`config.mk`:
```
export PLATFORM = sky130hd
export DESIGN_NAME = cfg_slave_front
export DESIGN_NICKNAME = d
export VERILOG_FILES = /design/src/rtl/cfs_pkg.sv /design/src/rtl/cfs_decode.sv /design/src/rtl/cfs_table.sv /design/src/rtl/cfs_dnport.sv /design/src/rtl/cfg_slave_front.sv
export SDC_FILE = /design/constraint.sdc
export NUM_CORES = 1
export LEC_CHECK = 0
export BUFFER_PORTS_ARGS = -buffer_cell sky130_fd_sc_hd__buf_2
export CORE_AREA = 2 2 122 124
export DETAILED_ROUTE_END_ITERATION = 8
export DIE_AREA = 0 0 124 126
export GPL_ROUTABILITY_DRIVEN = 0
export PLACE_DENSITY = 0.83
export SYNTH_ARGS = -nofsm -noshare
export SYNTH_HDL_FRONTEND = slang
export SYNTH_SLANG_ARGS = --single-unit
```
`constraint.sdc`:
```
create_clock -name clk -period 4.15 [get_ports clk]
set_input_delay 0.6225 -clock clk [delete_from_list [all_inputs] [get_ports clk]]
set_output_delay 0.6225 -clock clk [all_outputs]
set_load 0.02 [all_outputs]
```
`src/rtl/cfs_pkg.sv`:
```
package cfs_pkg;
   typedef enum logic [1:0] {RG_CFG, RG_CTL, RG_LB, RG_NONE} region_t;

   localparam logic [31:0] CHIP_ID_WORD = 32'hC002_2D15;
   localparam logic [31:0] BREAK_CODE   = 32'hC0DE_0000;
   localparam int          NUM_ENG      = 3;

   function automatic logic [31:0] pack_desc(input logic more, input logic [15:0] ver,
                                             input logic [3:0] kind, input logic [3:0] chk);
      return {more, 31'd0} | 32'h0001_0000 | {16'd0, ver} | {24'd0, kind, 4'd0} | {28'd0, chk};
   endfunction

   function automatic logic [31:0] engine_desc(input int idx);
      case (idx)
         0:       return pack_desc(1'b1, 16'h1000, 4'd2, 4'hC);
         1:       return pack_desc(1'b1, 16'h5000, 4'd3, 4'hA);
         2:       return pack_desc(1'b1, 16'h1000, 4'd6, 4'h7);
         default: return 32'd0;
      endcase
   endfunction
endpackage

```
`src/rtl/cfs_decode.sv`:
```
module cfs_decode
   import cfs_pkg::*;
#(
   parameter int AW       = 21,
   parameter int CFG_SPAN = 1024,
   parameter int CTL_BASE = 2048,
   parameter int CTL_SPAN = 1024,
   parameter int LB_BASE  = 3072,
   parameter int LB_SPAN  = 1024
) (
   input  logic [AW-1:0] addr,
   output region_t       region,
   output logic [AW-1:0] local_off
);
   localparam logic [AW:0] CFG_END = (AW+1)'(CFG_SPAN);
   localparam logic [AW:0] CTL_LO  = (AW+1)'(CTL_BASE);
   localparam logic [AW:0] CTL_HI  = (AW+1)'(CTL_BASE + CTL_SPAN);
   localparam logic [AW:0] LB_LO   = (AW+1)'(LB_BASE);
   localparam logic [AW:0] LB_HI   = (AW+1)'(LB_BASE + LB_SPAN);

   generate
      if (CTL_BASE < CFG_SPAN || LB_BASE < CTL_BASE + CTL_SPAN)
         $error("cfs_decode: regions overlap");
      if (LB_BASE + LB_SPAN > (1 << AW))
         $error("cfs_decode: window exceeds address space");
   endgenerate

   logic [AW:0] a_ext;
   assign a_ext = {1'b0, addr};

   always_comb begin
      region    = RG_NONE;
      local_off = addr;
      if (a_ext < CFG_END) begin
         region = RG_CFG;
      end else if (a_ext >= CTL_LO && a_ext < CTL_HI) begin
         region    = RG_CTL;
         local_off = AW'(a_ext - CTL_LO);
      end else if (a_ext >= LB_LO && a_ext < LB_HI) begin
         region    = RG_LB;
         local_off = AW'(a_ext - LB_LO);
      end
   end
endmodule

```
`src/rtl/cfs_table.sv`:
```
module cfs_table
   import cfs_pkg::*;
#(
   parameter int AW   = 21,
   parameter int DW   = 32,
   parameter int NENG = NUM_ENG
) (
   input  logic [AW-1:0] off,
   input  logic [2:0]    size,
   input  logic          write,
   input  logic [DW-1:0] wdata,
   output logic [DW-1:0] rdata,
   output logic          err,
   output logic          brk
);
   localparam int IW = AW - 2;

   generate
      if (DW != 32) $error("cfs_table: table words are 32 bits");
      if (NENG < 1 || NENG > NUM_ENG) $error("cfs_table: engine count out of range");
   endgenerate

   logic [DW-1:0] rom [NENG+1];
   logic [IW-1:0] idx;
   assign idx = off[AW-1:2];

   generate
      for (genvar g = 0; g <= NENG; g++) begin : g_rom
         if (g == 0) begin : g_id
            assign rom[g] = CHIP_ID_WORD;
         end else begin : g_eng
            assign rom[g] = engine_desc(g - 1);
         end
      end
   endgenerate

   always_comb begin
      err   = (size != 3'd4) || (off[1:0] != 2'b00);
      rdata = '0;
      brk   = 1'b0;
      if (!err) begin
         if (write) begin
            brk = (wdata == BREAK_CODE) && (idx == IW'(0) || idx == IW'(1));
         end else begin
            for (int k = 0; k <= NENG; k++)
               if (idx == IW'(k)) rdata = rom[k];
         end
      end
   end
endmodule

```
`src/rtl/cfs_dnport.sv`:
```
module cfs_dnport #(
   parameter int AW = 21,
   parameter int DW = 32
) (
   input  logic          clk,
   input  logic          rst_n,
   input  logic          launch,
   input  logic [AW-1:0] addr,
   input  logic          write,
   input  logic [2:0]    size,
   input  logic [DW-1:0] wdata,
   output logic          dn_valid,
   output logic [AW-1:0] dn_addr,
   output logic          dn_write,
   output logic [2:0]    dn_size,
   output logic [DW-1:0] dn_wdata
);
   always_ff @(posedge clk) begin
      if (!rst_n) begin
         dn_valid <= 1'b0;
         dn_addr  <= '0;
         dn_write <= 1'b0;
         dn_size  <= '0;
         dn_wdata <= '0;
      end else begin
         dn_valid <= launch;
         if (launch) begin
            dn_addr  <= addr;
            dn_write <= write;
            dn_size  <= size;
            dn_wdata <= wdata;
         end
      end
   end

   AST_DN_SINGLE_PULSE: assert property (@(posedge clk) disable iff (!rst_n)
      dn_valid |=> !dn_valid);
endmodule

```
`src/rtl/cfg_slave_front.sv`:
```
module cfg_slave_front
   import cfs_pkg::*;
#(
   parameter int AW       = 21,
   parameter int DW       = 32,
   parameter int CFG_SPAN = 1024,
   parameter int CTL_BASE = 2048,
   parameter int CTL_SPAN = 1024,
   parameter int LB_BASE  = 3072,
   parameter int LB_SPAN  = 1024
) (
   input  logic          clk,
   input  logic          rst_n,
   input  logic          req_valid,
   input  logic          req_write,
   input  logic [AW-1:0] req_addr,
   input  logic [2:0]    req_size,
   input  logic [DW-1:0] req_wdata,
   output logic          req_ready,
   output logic          rsp_valid,
   output logic [DW-1:0] rsp_rdata,
   output logic          rsp_err,
   output logic          lb_cold_rst,
   output logic          ctl_req_valid,
   output logic          ctl_req_write,
   output logic [AW-1:0] ctl_req_addr,
   output logic [2:0]    ctl_req_size,
   output logic [DW-1:0] ctl_req_wdata,
   input  logic          ctl_rsp_valid,
   input  logic [DW-1:0] ctl_rsp_rdata,
   output logic          lb_req_valid,
   output logic          lb_req_write,
   output logic [AW-1:0] lb_req_addr,
   output logic [2:0]    lb_req_size,
   output logic [DW-1:0] lb_req_wdata,
   input  logic          lb_rsp_valid,
   input  logic [DW-1:0] lb_rsp_rdata
);
   localparam int NWIN = 2;

   generate
      if (AW < 12) $error("cfg_slave_front: address too narrow for the windows");
   endgenerate

   typedef enum logic {ST_IDLE, ST_WAIT} state_t;
   state_t  st;
   logic    win_q;
   region_t rg;
   logic [AW-1:0] loff;
   logic [DW-1:0] t_rdata;
   logic t_err, t_brk, accept;
   logic dn_rsp_v;
   logic [DW-1:0] dn_rsp_d;

   cfs_decode #(.AW(AW), .CFG_SPAN(CFG_SPAN), .CTL_BASE(CTL_BASE), .CTL_SPAN(CTL_SPAN),
                .LB_BASE(LB_BASE), .LB_SPAN(LB_SPAN)) u_dec (
      .addr(req_addr), .region(rg), .local_off(loff));

   cfs_table #(.AW(AW), .DW(DW), .NENG(NUM_ENG)) u_tab (
      .off(loff), .size(req_size), .write(req_write), .wdata(req_wdata),
      .rdata(t_rdata), .err(t_err), .brk(t_brk));

   assign req_ready = (st == ST_IDLE);
   assign accept    = req_valid && req_ready;

   logic [NWIN-1:0] launch, dn_v, dn_w;
   logic [AW-1:0]   dn_a [NWIN];
   logic [2:0]      dn_s [NWIN];
   logic [DW-1:0]   dn_d [NWIN];

   assign launch[0] = accept && (rg == RG_CTL);
   assign launch[1] = accept && (rg == RG_LB);

   generate
      for (genvar w = 0; w < NWIN; w++) begin : g_win
         cfs_dnport #(.AW(AW), .DW(DW)) u_port (
            .clk(clk), .rst_n(rst_n), .launch(launch[w]), .addr(loff),
            .write(req_write), .size(req_size), .wdata(req_wdata),
            .dn_valid(dn_v[w]), .dn_addr(dn_a[w]), .dn_write(dn_w[w]),
            .dn_size(dn_s[w]), .dn_wdata(dn_d[w]));
      end
   endgenerate

   assign ctl_req_valid = dn_v[0];
   assign ctl_req_write = dn_w[0];
   assign ctl_req_addr  = dn_a[0];
   assign ctl_req_size  = dn_s[0];
   assign ctl_req_wdata = dn_d[0];
   assign lb_req_valid  = dn_v[1];
   assign lb_req_write  = dn_w[1];
   assign lb_req_addr   = dn_a[1];
   assign lb_req_size   = dn_s[1];
   assign lb_req_wdata  = dn_d[1];

   assign dn_rsp_v = win_q ? lb_rsp_valid : ctl_rsp_valid;
   assign dn_rsp_d = win_q ? lb_rsp_rdata : ctl_rsp_rdata;

   always_ff @(posedge clk) begin
      if (!rst_n) begin
         st          <= ST_IDLE;
         win_q       <= 1'b0;
         rsp_valid   <= 1'b0;
         rsp_rdata   <= '0;
         rsp_err     <= 1'b0;
         lb_cold_rst <= 1'b0;
      end else begin
         rsp_valid   <= 1'b0;
         rsp_err     <= 1'b0;
         lb_cold_rst <= 1'b0;
         case (st)
            ST_IDLE: if (accept) begin
               case (rg)
                  RG_CFG: begin
                     rsp_valid   <= 1'b1;
                     rsp_rdata   <= t_rdata;
                     rsp_err     <= t_err;
                     lb_cold_rst <= t_brk;
                  end
                  RG_CTL: begin
                     st    <= ST_WAIT;
                     win_q <= 1'b0;
                  end
                  RG_LB: begin
                     st    <= ST_WAIT;
                     win_q <= 1'b1;
                  end
                  default: begin
                     rsp_valid <= 1'b1;
                     rsp_rdata <= '0;
                  end
               endcase
            end
            ST_WAIT: if (dn_rsp_v) begin
               st        <= ST_IDLE;
               rsp_valid <= 1'b1;
               rsp_rdata <= dn_rsp_d;
            end
            default: st <= ST_IDLE;
         endcase
      end
   end

   AST_COLD_SINGLE: assert property (@(posedge clk) disable iff (!rst_n)
      lb_cold_rst |=> !lb_cold_rst);
   AST_COLD_WITH_RSP: assert property (@(posedge clk) disable iff (!rst_n)
      lb_cold_rst |-> (rsp_valid && !rsp_err));
   AST_ERR_NO_COLD: assert property (@(posedge clk) disable iff (!rst_n)
      rsp_err |-> (!lb_cold_rst && rsp_rdata == '0));
   AST_ONE_WINDOW: assert property (@(posedge clk) disable iff (!rst_n)
      $onehot0({ctl_req_valid, lb_req_valid}));
   AST_WAIT_NOT_READY: assert property (@(posedge clk) disable iff (!rst_n)
      (ctl_req_valid || lb_req_valid) |-> !req_ready);
   AST_RSP_AFTER_DN: assert property (@(posedge clk) disable iff (!rst_n)
      (st == ST_WAIT && dn_rsp_v) |=> (rsp_valid && req_ready && !rsp_err));
   AST_LOCAL_RSP: assert property (@(posedge clk) disable iff (!rst_n)
      (accept && (rg == RG_CFG || rg == RG_NONE)) |=> (rsp_valid && req_ready));
endmodule

```
==> metrics.md <==
| Metric | Value |
|---|---|
| CP arrival | 3.39 ns |
| Main combinational cell family by area after synthesis | simple AND/OR/NAND/NOR gates |
| Total Routed Length | 19.9 mm |
| Synth Instances | 798 |
| RSZ-0062 raised after global routing | no |
| Final Skew | 0.00577 ns |
| Fin cells | 1,241 |
| Top-count cell post-synth | nand2_1 |
| Power Density | 361 nW/um^2 |
| Reg-to-reg startpoint | st |
| Synth area leaders | dfxtp_1 45%, nand2_1 13%, a21boi_0 13%, mux2_2 5.3%, clkbuf_1 2.8% |
| CTS max path bufs | 2 |
| Slew Limit Fails | 0 |
| Hold Buf Count CTS | 0 |
| Post-synth cell types | 56 |
| CP required | 4.46 ns |
| Final Critical Period | 3.08 ns |
| Fin. Hold Viols | 0 |
| Critical path endpoint | rsp_rdata[0] |
| Max Cap Viol | 0 |
| Synth top area share | 0.453 |
| Fmax | 324 MHz |
| Asr flop ratio synth | 0 |
| Synth Area in Compound Gates | 0.202 |
| Fraction of synthesized area in multiplexers | 0.0548 |
| Nature of the critical path startpoint | primary input |
| Initial antenna violation count | 0 |
| Die W | 124 um |
| Post-synth EDFFs | 0 |
| Reg2reg setup slack | 1.78 ns |
| Crit. Startpoint | req_addr[12] |
| Critical Path Sink Type | register |
| Ys flop type | dfxtp_1 |
| Layout cells sized above 1 | 0.350 |
| Final cycle utilization of the critical path | 0.743 |
| Die ar. | 15,600 um^2 |
| Nets | 1,177 |
| Layout Utilization | 0.616 |
| Vias in the first global route | 6,116 |
| Mapped cell area | 6760 um^2 |
| Final setup TNS | 0 ns |
| Worst r2r dst | g_win[0].u_port.dn_wdata[27] |
| Synth Area in XOR/XNOR | 0.00130 |
| Commonest cells in the netlist | 231 x nand2_1, 153 x dfxtp_1, 113 x a21boi_0 |
| Worst-Skew Late Latency | 0.42 ns |
| Storage element area | 3060 um^2 |
| Syn_nets | 931 |
| First-pass GRT wire length | 31.0 mm |
| CP max FO | 12 |
| Num rows | 44 |
| HPWL after DPL | 14.5 mm |
| Adder-cell share of the synthesized area | 0.0130 |
| Clk slew on worst S/H paths | 0.06 ns |
| Max-slew headroom | 0.533 |
| I/O pin total | 278 |
| Initial core utilization | 0.472 |
| Dpl ws | 0.714 ns |
| Hold crit path type | reg -> reg |
| Syn_area_per_cell | 8.47 um^2 |
| Area delta synth->final | 30.6% |
| Number of routed nets with antenna violations | 0 |
| Initial DRC count | 541 |
| Leak | 3.87 nW |
| Die height | 126 um |
| Core area | 14,300 um^2 |
| Number of vias per cell | 5.28 |
| Residual DRC count | 0 |
| Postcts setup bufs | 0 |
| Htree depth | 4 |
| Count of warnings emitted by yosys | 0 |
| Clock sink count | 153 |
| DR WL/cell | 16.1 um |
| Largest net degree at the start of global routing | 85 |
| CTS tree | built |
| CTS Root Cell | clkbuf_16 |
| Fill count | 1,258 |
| Area of the multi-input gates | 3420 um^2 |
| Setup WS post-layout | 1.07 ns |
| Setup violators final | 0 |
| Synth Area in Simple Gates | 0.233 |
| GRT overflow | 0 |
| Yosys top cell by area | dfxtp_1 |
| Initial DRT Pass Iterations | 5 |
| Sequential share of the synthesized area | 0.453 |
| Placed Instances | 1,209 |
| Count of cells resized by post-cts repair | 0 |
| Status | finished clean |
| Worst Reg-to-Reg Cells | 6 |
| Vias after detailed routing | 6,549 |
| Maximum VDD drop | 0.266 mV |
| Total CTS buffers | 17 |
| N_diodes | 0 |
| Worst Max-Slew Pin Slew | 0.700 ns |
| I/O Buffers | 277 |
| Synth Register Bits | 153 |
| Crit path kind | in -> reg |
| Gr usage total | 0.253 |
cell type report:
type | instances | share of cell area
clock buffer | 19 | 0.0491
clock inverter | 13 | 0.0148
inverter | 9 | 0.00383
multi-input combinational | 576 | 0.387
sequential | 153 | 0.347
tap | 184 | 0.0261
timing repair buffer | 287 | 0.172
layout by cell type (no fill, tap or decap), types with 16 or more instances in the layout:
cell type | Yosys | routed
nor2_1 | 16 | 16
o21ai_0 | 16 | 16
nand3_1 | 22 | 22
dfxtp_1 | 153 | 153
buf_2 | 2 | 276
nand2_1 | 231 | 229
a21oi_1 | 33 | 33
a21boi_0 | 113 | 113
mux2_2 | 32 | 32
clkbuf_16 | 0 | 17
how the worst min path moves through the flow:
| stage | startpoint | to | slack, ns | depth (start not counted) |
|---|---|---|---|---|
| 6_report | g_win[1].u_port.dn_wdata[23] | g_win[1].u_port.dn_wdata[23] | 0.46 | 2 |
| 5_1_grt | req_wdata[14] | g_win[0].u_port.dn_wdata[14] | 0.47 | 3 |
| 4_1_cts | req_wdata[6] | g_win[1].u_port.dn_wdata[6] | 0.45 | 3 |
| 3_5_place_dp | rsp_rdata[19] | rsp_rdata[19] | 0.45 | 2 |
| 3_3_place_gp | rsp_rdata[27] | rsp_rdata[27] | 0.45 | 2 |
| 2_1_floorplan | rsp_rdata[15] | rsp_rdata[15] | 0.54 | 2 |
critical path: stages:
cell      delay (ns)
buf_2           0.16
inv_1           0.12
ha_1            0.29
a21boi_0        0.52
o21bai_1        0.19
and2_1          0.18
ha_1            0.28
nor2_1          0.19
a22o_1          0.35
buf_4           0.24
nand3_1         0.09
o211ai_1        0.10
a21oi_1         0.05
per-layer routing:
metal	vias to the layer above	track usage	part of all wire
li1	3224	-	-
met1	3010	0.304	0.41
met2	274	0.428	0.48
met3	41	0.0747	0.082
met4	0	0.0892	0.022
met5	-	0	0
flip-flops by register name, summed over array words and instances (netlist names):
name	flops
g_win.u_port.dn_addr	42
g_win.u_port.dn_size	6
g_win.u_port.dn_valid	2
g_win.u_port.dn_wdata	64
g_win.u_port.dn_write	2
lb_cold_rst	1
rsp_err	1
rsp_rdata	32
rsp_valid	1
st	1
win_q	1
report_power, final:
part | switching [W] | internal, W
clock network | 0.000601 | 0.000879
logic | 0.000123 | 0.0000996
registers | 0.00000493 | 0.00148
logic make-up after synthesis:
| kind of cell | after synthesis |
|---|---|
| AO/OA/AOI/OAI | 191 |
| buffers and inverters | 69 |
| multiplexers | 33 |
| XOR/XNOR | 1 |
| AND/OR/NAND/NOR | 344 |
| adder cells (fa/ha/maj) | 7 |
| flip-flops | 153 |
stage by stage:
stage	instance area (um^2)	hold slack (ns)	power, W
6_report	8820	0.460	0.00319
5_1_grt	8820	0.466	0.00330
4_1_cts	8820	0.455	0.00321
3_5_place_dp	8260	0.454	0.00174
3_3_place_gp	8260	0.447	0.00173
2_1_floorplan	6760	0.537	0.00163
No activity file was read; power rests on OpenSTA's default activity.
